## config.mk

```make
export PLATFORM = sky130hd
export DESIGN_NAME = pcn_cube_unit
export DESIGN_NICKNAME = d
export VERILOG_FILES = /design/src/rtl/pcn_pkg.sv /design/src/rtl/pcn_lane.sv /design/src/rtl/pcn_size_acc.sv /design/src/rtl/pcn_cube_unit.sv
export SDC_FILE = /design/constraint.sdc
export NUM_CORES = 1
export LEC_CHECK = 0
export BUFFER_PORTS_ARGS = -buffer_cell sky130_fd_sc_hd__buf_2
export CORE_ASPECT_RATIO = 0.75
export CORE_MARGIN = 2
export CORE_UTILIZATION = 30
export CTS_CLUSTER_SIZE = 30
export DETAILED_ROUTE_END_ITERATION = 16
export SYNTH_ARGS = -nofsm -noshare
export SYNTH_HDL_FRONTEND = slang
export SYNTH_SLANG_ARGS = --single-unit
```

## constraint.sdc

```tcl
create_clock -name clk -period 5.23 [get_ports clk]
set_input_delay 1.046 -clock clk [delete_from_list [all_inputs] [get_ports clk]]
set_output_delay 1.046 -clock clk [all_outputs]
set_load 0.01 [all_outputs]
```

## src/rtl/pcn_pkg.sv

```systemverilog
package pcn_pkg;

    localparam int NF = 4;
    localparam int FW [0:NF-1] = '{2, 3, 4, 4};

    function automatic int f_off(input int i);
        int s;
        s = 0;
        for (int k = 0; k < i; k++) s += FW[k];
        return s;
    endfunction

    function automatic int f_maxw();
        int m;
        m = 0;
        for (int k = 0; k < NF; k++) if (FW[k] > m) m = FW[k];
        return m;
    endfunction

    function automatic int f_maxsz();
        int p;
        p = 1;
        for (int k = 0; k < NF; k++) p *= FW[k];
        return p;
    endfunction

    localparam int CW    = f_off(NF);
    localparam int MAXW  = f_maxw();
    localparam int MAXSZ = f_maxsz();
    localparam int SW    = $clog2(MAXSZ + 1);
    localparam int CNTW  = $clog2(MAXW + 1);
    localparam int IW    = (NF > 1) ? $clog2(NF) : 1;

    typedef enum logic [2:0] {
        OP_ISECT  = 3'd0,
        OP_MERGE  = 3'd1,
        OP_EMPTY  = 3'd2,
        OP_INSIDE = 3'd3,
        OP_SIZE   = 3'd4
    } op_e;

endpackage

```

## src/rtl/pcn_lane.sv

```systemverilog
module pcn_lane #(
    parameter int W    = 4,
    parameter int CNTW = 3
) (
    input  logic [W-1:0]    a,
    input  logic [W-1:0]    b,
    output logic [W-1:0]    f_and,
    output logic [W-1:0]    f_or,
    output logic [W-1:0]    f_anb,
    output logic            and_zero,
    output logic            or_zero,
    output logic            a_zero,
    output logic            anb_zero,
    output logic [CNTW-1:0] a_count
);

    always_comb begin
        f_and    = a & b;
        f_or     = a | b;
        f_anb    = a & ~b;
        and_zero = (f_and == '0);
        or_zero  = (f_or == '0);
        a_zero   = (a == '0);
        anb_zero = (f_anb == '0);
        a_count  = CNTW'($countones(a));
    end

endmodule

```

## src/rtl/pcn_size_acc.sv

```systemverilog
module pcn_size_acc #(
    parameter int SW   = 7,
    parameter int CNTW = 3
) (
    input  logic            clk,
    input  logic            rst_n,
    input  logic            clear,
    input  logic            step,
    input  logic [CNTW-1:0] factor,
    output logic [SW-1:0]   acc
);

    logic [SW-1:0] fac_ext;

    assign fac_ext = {{(SW-CNTW){1'b0}}, factor};

    always_ff @(posedge clk or negedge rst_n) begin
        if (!rst_n)     acc <= '0;
        else if (clear) acc <= SW'(1);
        else if (step)  acc <= SW'(acc * fac_ext);
    end

endmodule

```

## src/rtl/pcn_cube_unit.sv

```systemverilog
module pcn_cube_unit
    import pcn_pkg::*;
(
    input  logic                 clk,
    input  logic                 rst_n,
    input  logic                 in_valid,
    output logic                 in_ready,
    input  logic [2:0]           in_op,
    input  logic [pcn_pkg::CW-1:0] in_a,
    input  logic [pcn_pkg::CW-1:0] in_b,
    output logic                 out_valid,
    input  logic                 out_ready,
    output logic [pcn_pkg::CW-1:0] out_cube,
    output logic                 out_empty,
    output logic                 out_inside,
    output logic [pcn_pkg::SW-1:0] out_size
);

    typedef enum logic [1:0] {ST_IDLE, ST_MUL, ST_DONE} state_e;

    state_e        state_q, state_d;
    logic [2:0]    op_q;
    logic [CW-1:0] a_q, b_q;
    logic [IW-1:0] idx_q;

    logic          accept;
    logic          last_field;

    logic [CW-1:0] and_cube, or_cube, anb_cube;
    logic [NF-1:0] and_z, or_z, a_z, anb_z;
    logic [CNTW-1:0] cnt [NF];
    logic [CNTW-1:0] sel_cnt;
    logic [SW-1:0] size_acc;

    assign accept     = (state_q == ST_IDLE) && in_valid;
    assign last_field = (idx_q == IW'(NF - 1));
    assign sel_cnt    = cnt[idx_q];

    for (genvar g = 0; g < NF; g++) begin : g_lane
        localparam int OFF = f_off(g);
        localparam int W   = FW[g];
        pcn_lane #(.W(W), .CNTW(CNTW)) u_lane (
            .a        (a_q[OFF +: W]),
            .b        (b_q[OFF +: W]),
            .f_and    (and_cube[OFF +: W]),
            .f_or     (or_cube[OFF +: W]),
            .f_anb    (anb_cube[OFF +: W]),
            .and_zero (and_z[g]),
            .or_zero  (or_z[g]),
            .a_zero   (a_z[g]),
            .anb_zero (anb_z[g]),
            .a_count  (cnt[g])
        );
    end

    pcn_size_acc #(.SW(SW), .CNTW(CNTW)) u_acc (
        .clk    (clk),
        .rst_n  (rst_n),
        .clear  (accept),
        .step   (state_q == ST_MUL),
        .factor (sel_cnt),
        .acc    (size_acc)
    );

    // Next-state decision
    always_comb begin
        state_d = state_q;
        unique case (state_q)
            ST_IDLE: if (in_valid) state_d = (in_op == OP_SIZE) ? ST_MUL : ST_DONE;
            ST_MUL:  if (last_field) state_d = ST_DONE;
            ST_DONE: if (out_ready) state_d = ST_IDLE;
            default: state_d = ST_IDLE;
        endcase
    end

    // State and operand registers
    always_ff @(posedge clk or negedge rst_n) begin
        if (!rst_n) begin
            state_q <= ST_IDLE;
            op_q    <= '0;
            a_q     <= '0;
            b_q     <= '0;
            idx_q   <= '0;
        end else begin
            state_q <= state_d;
            if (accept) begin
                op_q  <= in_op;
                a_q   <= in_a;
                b_q   <= in_b;
                idx_q <= '0;
            end else if (state_q == ST_MUL) begin
                idx_q <= idx_q + IW'(1);
            end
        end
    end

    // Outputs
    always_comb begin
        in_ready   = (state_q == ST_IDLE);
        out_valid  = (state_q == ST_DONE);
        out_cube   = '0;
        out_empty  = 1'b0;
        out_inside = 1'b0;
        out_size   = '0;
        if (state_q == ST_DONE) begin
            case (op_q)
                OP_ISECT: begin
                    out_cube  = and_cube;
                    out_empty = |and_z;
                end
                OP_MERGE: begin
                    out_cube  = or_cube;
                    out_empty = |or_z;
                end
                OP_EMPTY: begin
                    out_cube  = a_q;
                    out_empty = |a_z;
                end
                OP_INSIDE: begin
                    out_cube   = anb_cube;
                    out_empty  = |a_z;
                    out_inside = &anb_z;
                end
                OP_SIZE: begin
                    out_cube  = a_q;
                    out_empty = |a_z;
                    out_size  = size_acc;
                end
                default: ;
            endcase
        end
    end

endmodule

```

Word level (Yosys, flattened, before mapping)
Cells that the tools add are included.

storage, ports and cells
  input bits = 33
  register bits = 40
  output and inout bits = 24

operators by class
  $add $sub $neg = 10
  $mul = 1
  reductions and logical operators = 27
  $lt $le $gt $ge = 1
  multiplexer cells = 20
  equality and inequality tests = 11
  bitwise gates (word level) = 17

operators by type and width
  operator                                                                count
  13-bit case mux with 4 select lines                                     1
  4-bit zero test                                                         8
  7-bit 2-to-1 mux                                                        4
  4-bit AND                                                               4
  3-bit zero test                                                         5
  13-bit 2-to-1 mux                                                       1
  1-bit by 1-bit adder with 2-bit output                                  6
  2-bit 2-to-1 mux                                                        6
  4-bit OR reduction                                                      3
  2-bit zero test                                                         5
  4-bit inverter                                                          2
  4-bit bitwise OR                                                        2
  7-bit by 3-bit multiplier with 7-bit output                             1
  3-bit adder                                                             2
  3-bit AND                                                               2
  3-bit binary-select mux with 2-bit select                               1
  3-bit by 2-bit equality test with 1-bit output (second input constant)  2
  3-bit equality test (second input constant)                             2
  3-bit 2-to-1 mux                                                        2
  2-bit case mux with 3 select lines                                      1
  2-bit AND                                                               2
  2-bit equality test (second input constant)                             2
  2-bit inequality test (second input constant)                           2
  4-bit AND reduction                                                     1
  18 further kinds                                                        20

Logic depth before layout (Yosys ltp)
  depth after elaboration = 8
  gate-level depth with buffers = 17

Hierarchy
Synthesis repeated with hierarchy kept, for this count alone.

unflattened totals
  cells, all modules = 333
  area total of the unflattened synthesis = 3358.2 um^2

modules (own cells, without submodules)
  module                            cells each  times used  seq. area each (um^2)  area each (um^2)
  pcn_cube_unit                     187         1           825.8                  2092.0
  pcn_size_acc                      65          1           175.2                  628.1
  pcn_lane at g_lane[2].u_lane ...  23          2           0.0                    182.7
  pcn_lane at g_lane[1].u_lane      20          1           0.0                    171.4
  pcn_lane at g_lane[0].u_lane      15          1           0.0                    101.3

Worst setup path after synthesis
Ideal clock, no wire load.

  path type = flip-flop to flip-flop
  start = register a_q[11]
  end = register u_acc.acc[6]
  arrival = 3.986 ns
  setup time = 0.087 ns
  required time = 5.143 ns
  cell stages (with the launch flop) = 16
  buffers on the path = 0
  clock period less this slack = 4.072 ns
  setup slack = 1.158 ns
  cell sequence = dfrtp_1 -> inv_1 -> ha_1 -> ha_1 -> fa_1 -> mux4_2 -> nand2_1 -> fa_1 -> inv_1 -> ha_1 -> fa_1 -> and3_1 -> or3_1 -> a21o_1 -> mux2_1 -> o211ai_1

on the way
  cells in the longest elaborated chain, start to end = 8

ends and longest elaborated chain
  element                                                       RTL line             source
  from (decl)                                                   pcn_cube_unit.sv:23  logic [CW-1:0] a_q, b_q;
  from (signal assigned)                                        pcn_cube_unit.sv:88  a_q <= in_a;
  1-bit by 1-bit adder with 2-bit output (not written as such)  pcn_lane.sv:25       a_count = CNTW'($countones(a));
  3-bit adder (not written as such)                             pcn_lane.sv:25
  3-bit binary-select mux with 2-bit select                     pcn_cube_unit.sv:37  assign sel_cnt = cnt[idx_q];
  3-bit 2-to-1 mux (not written as such) (2 in a row)           pcn_cube_unit.sv:37
  7-bit by 3-bit multiplier with 7-bit output                   pcn_size_acc.sv:20   else if (step) acc <= SW'(acc * fac_ext);
  7-bit 2-to-1 mux                                              pcn_size_acc.sv:20
  7-bit 2-to-1 mux                                              pcn_size_acc.sv:19   else if (clear) acc <= SW'(1);
  to (signal assigned)                                          pcn_size_acc.sv:20
  to (decl)                                                     pcn_size_acc.sv:10   output logic [SW-1:0] acc

No other way between the ends. The select of a mux whose other input is x is not followed.
A chain may end at the register's enable or synchronous reset.

Worst setup path after layout
Ends and elaborated chain as after synthesis.

==> run_results.csv <==
group,metric,value,unit
status,status,"finished, final reports clean",
finish,fin_util,36.9,%
critical_path,crit_type,"reg -> reg",
placed_design,io_buffers,56,
power_and_ir_drop,power_density,402,mW/mm^2
critical_path,cp_max_fo,6,
floorplanning,num_io_pins,57,
yosys,synthDistinctLibCells,40,
floorplanning,num_rows,31,
yosys,ys_seq_area_share,33.8,%
yosys,async_flop_share,100,%
clock_network,cts_tree,"built",
finish,fillers,1060,
timing,min_period_over_period,83.3,%
critical_path,end_kind,"register",
yosys,syn_nets,438,
floorplanning,dieArea,0.0107,mm^2
yosys,synth_top_cell_by_area,"dfrtp_1",
global_routing,grt_max_degree,48,
clock_network,clock_latency,280,ps
power_and_ir_drop,p_leak,0.00175,uW
clock_network,cts_buffer_depth,2,
route,avgRoutedWirePerCell,15.6,um
yosys,avgSynthCellArea,7.90,um^2
critical_path,path_delay_family,"adder cells",
floorplanning,die_y,90.0,um
global_routing,antenna_found_initial,0,
global_routing,track_usage,16.8,%
critical_path,max_stage_delay,520,ps
timing,holdWs,519,ps
timing,slew_violations,0,
worst_hold_path,hold_path_class,"reg -> reg",
clock_network,cts_hold_buf,0,
route,drt-total-wl,8.65,mm
finish,antenna_cells,0,
critical_path,cp_num_buf_inv,2,
finish,layout-drive-gt1-share,17.3,%
finish,final_nets,483,
finish,area_delta_synth_final,19.9,%
timing,max_freq,230,MHz
timing,slew_headroom,35.6,%
timing,fin_crit,4360,ps
yosys,synth_enable_flop_cells,0,
route,postRouteAntennaNets,0,
global_routing,grt_pass1_vias,2842,
yosys,yosysMostFrequentCell,"nand2_1",
global_routing,grt-ovfl-total,0,
route,drc,0,
yosys,syn_inst,375,
placed_design,dp_hpwl,6.48,mm
route,vias,2837,
timing,final-setup-viol-count,0,
floorplanning,core-area,0.00962,mm^2
power_and_ir_drop,ir_worst_vdd,0.000165,V
floorplanning,initial_core_util,30.8,%
critical_path,crit_path_cell_trace,"inv_1, ha_1, ha_1, fa_1, mux4_2, nand2_1, fa_1, inv_1, ha_1, fa_1, and3_1, or3_1, a21o_1, mux2_1, o211ai_1",
yosys,netlist_top_cells_area,"dfrtp_1 (34%), nand2_1 (12%), ha_1 (9.3%)",
timing,rsz0062_at_grt,"no",
yosys,synth_area,0.00296,mm^2
critical_path,cp_data_required_time,5430,ps
timing,skew,4.98,ps
floorplanning,die-width,119,um
clock_network,clk_pin_slew_worst_paths,60,ps
timing,timing.final.hold_violations,0,
yosys,ys_seq_elements,40,
job,drv_cap,0,
timing,tightest_slew,966,ps
critical_path,cp-start-kind,"register",
clock_network,cts-buffers-inserted,5,
clock_network,root_buffer,"clkbuf_16",
global_routing,grt_pass1_wl,14.6,mm
route,vias_per_cell,5.13,
clock_network,h-tree-depth,2,
critical_path,slowest_stage,"fa_1",
clock_network,cts-resized-gates,0,
placed_design,place_congestion,0.891,
yosys,yosys_warnings,0,
yosys,ys_top_cells_by_count,"nand2_1 (94), dfrtp_1 (40), nor2_1 (32)",
yosys,synth_top_area_share,33.8,%
yosys,synthFlopType,"dfrtp_1",
clock_network,cts_setup_buffers,0,
critical_path,cp_data_arrival_time,4550,ps
route,drtPass1Iterations,5,
route,drt_iter0_markers,299,
clock_network,clock_sink_count,40,
timing,timing.setup.tns,0,ps
-- layout make-up --
| type | count | area, um^2 | area share, % |
|---|---|---|---|
| tap | 132 | 165 | 4.65 |
| clock buffer | 5 | 125 | 3.52 |
| timing repair buffer | 57 | 288 | 8.10 |
| multi-input combinational | 296 | 1810 | 50.9 |
| inverter | 20 | 75.1 | 2.11 |
| sequential | 40 | 1000 | 28.2 |
| clock inverter | 3 | 90.1 | 2.54 |
-- per-layer routing --
layer  wire (um)  track usage [%]  part of all wire (%)
met1        4350             24.2                    50
met2        3670             25.1                    42
met3         557             4.44                   6.4
met4          78             3.47                  0.90
met5           0                0                     0
-- kinds of logic after synthesis --
family	Yosys count	share of synthesized area (%)
AOI/OAI and AO/OA	77	14.7
xor gates and xnor gates	4	1.18
adders and majority gates	30	14.7
buffers and inverters	39	5.20
DFF	40	33.8
muxes	6	3.17
and+or+nand+nor	179	27.3
-- layout by cell type (no fill, tap or decap), types with 6 or more instances in the layout --
master / netlist / routed
a21oi_1: 29 / 29
and2_1: 11 / 11
buf_2: 0 / 56
dfrtp_1: 40 / 40
fa_1: 8 / 8
ha_1: 22 / 22
inv_1: 20 / 20
nand2_1: 94 / 94
nand3_1: 6 / 6
nor2_1: 32 / 32
nor4_1: 18 / 18
o21ai_0: 27 / 27
o22ai_1: 7 / 7
-- registers in the layout, summed over array words and instances, names as in the netlist --
signal and count:
b_q 13, idx_q 2, state_q 2, u_acc.acc 7, a_q 13, op_q 3
-- path summary, 6_finish.rpt --
path	from	to	slack, ps	cells past startpoint
min	state_q[1]	state_q[0]	520	1
max reg2reg	a_q[11]	u_acc.acc[6]	870	15
max in group asynchronous	rst_n	a_q[11]	3730	1
max	a_q[11]	u_acc.acc[6]	870	15
min reg2reg	state_q[1]	state_q[0]	520	1
min in group asynchronous	rst_n	u_acc.acc[0]	920	1
-- through the flow --
stage	instance area (um^2)	cells	setup slack (ps)	total power, uW
2_1_floorplan	2960	375	1160	801
3_3_place_gp	3340	545	988	961
3_5_place_dp	3340	545	918	977
4_1_cts	3550	553	863	1430
5_1_grt	3550	553	630	1530
6_report	3550	553	873	1430
-- power breakdown --
part,internal (uW),leakage (uW),switching (uW)
Combinational,192,0.00114,272
Sequential,372,0.000504,145
Clock,322,0.000104,124
Total,885,0.00175,541
Power figures use the tool's default switching activity.
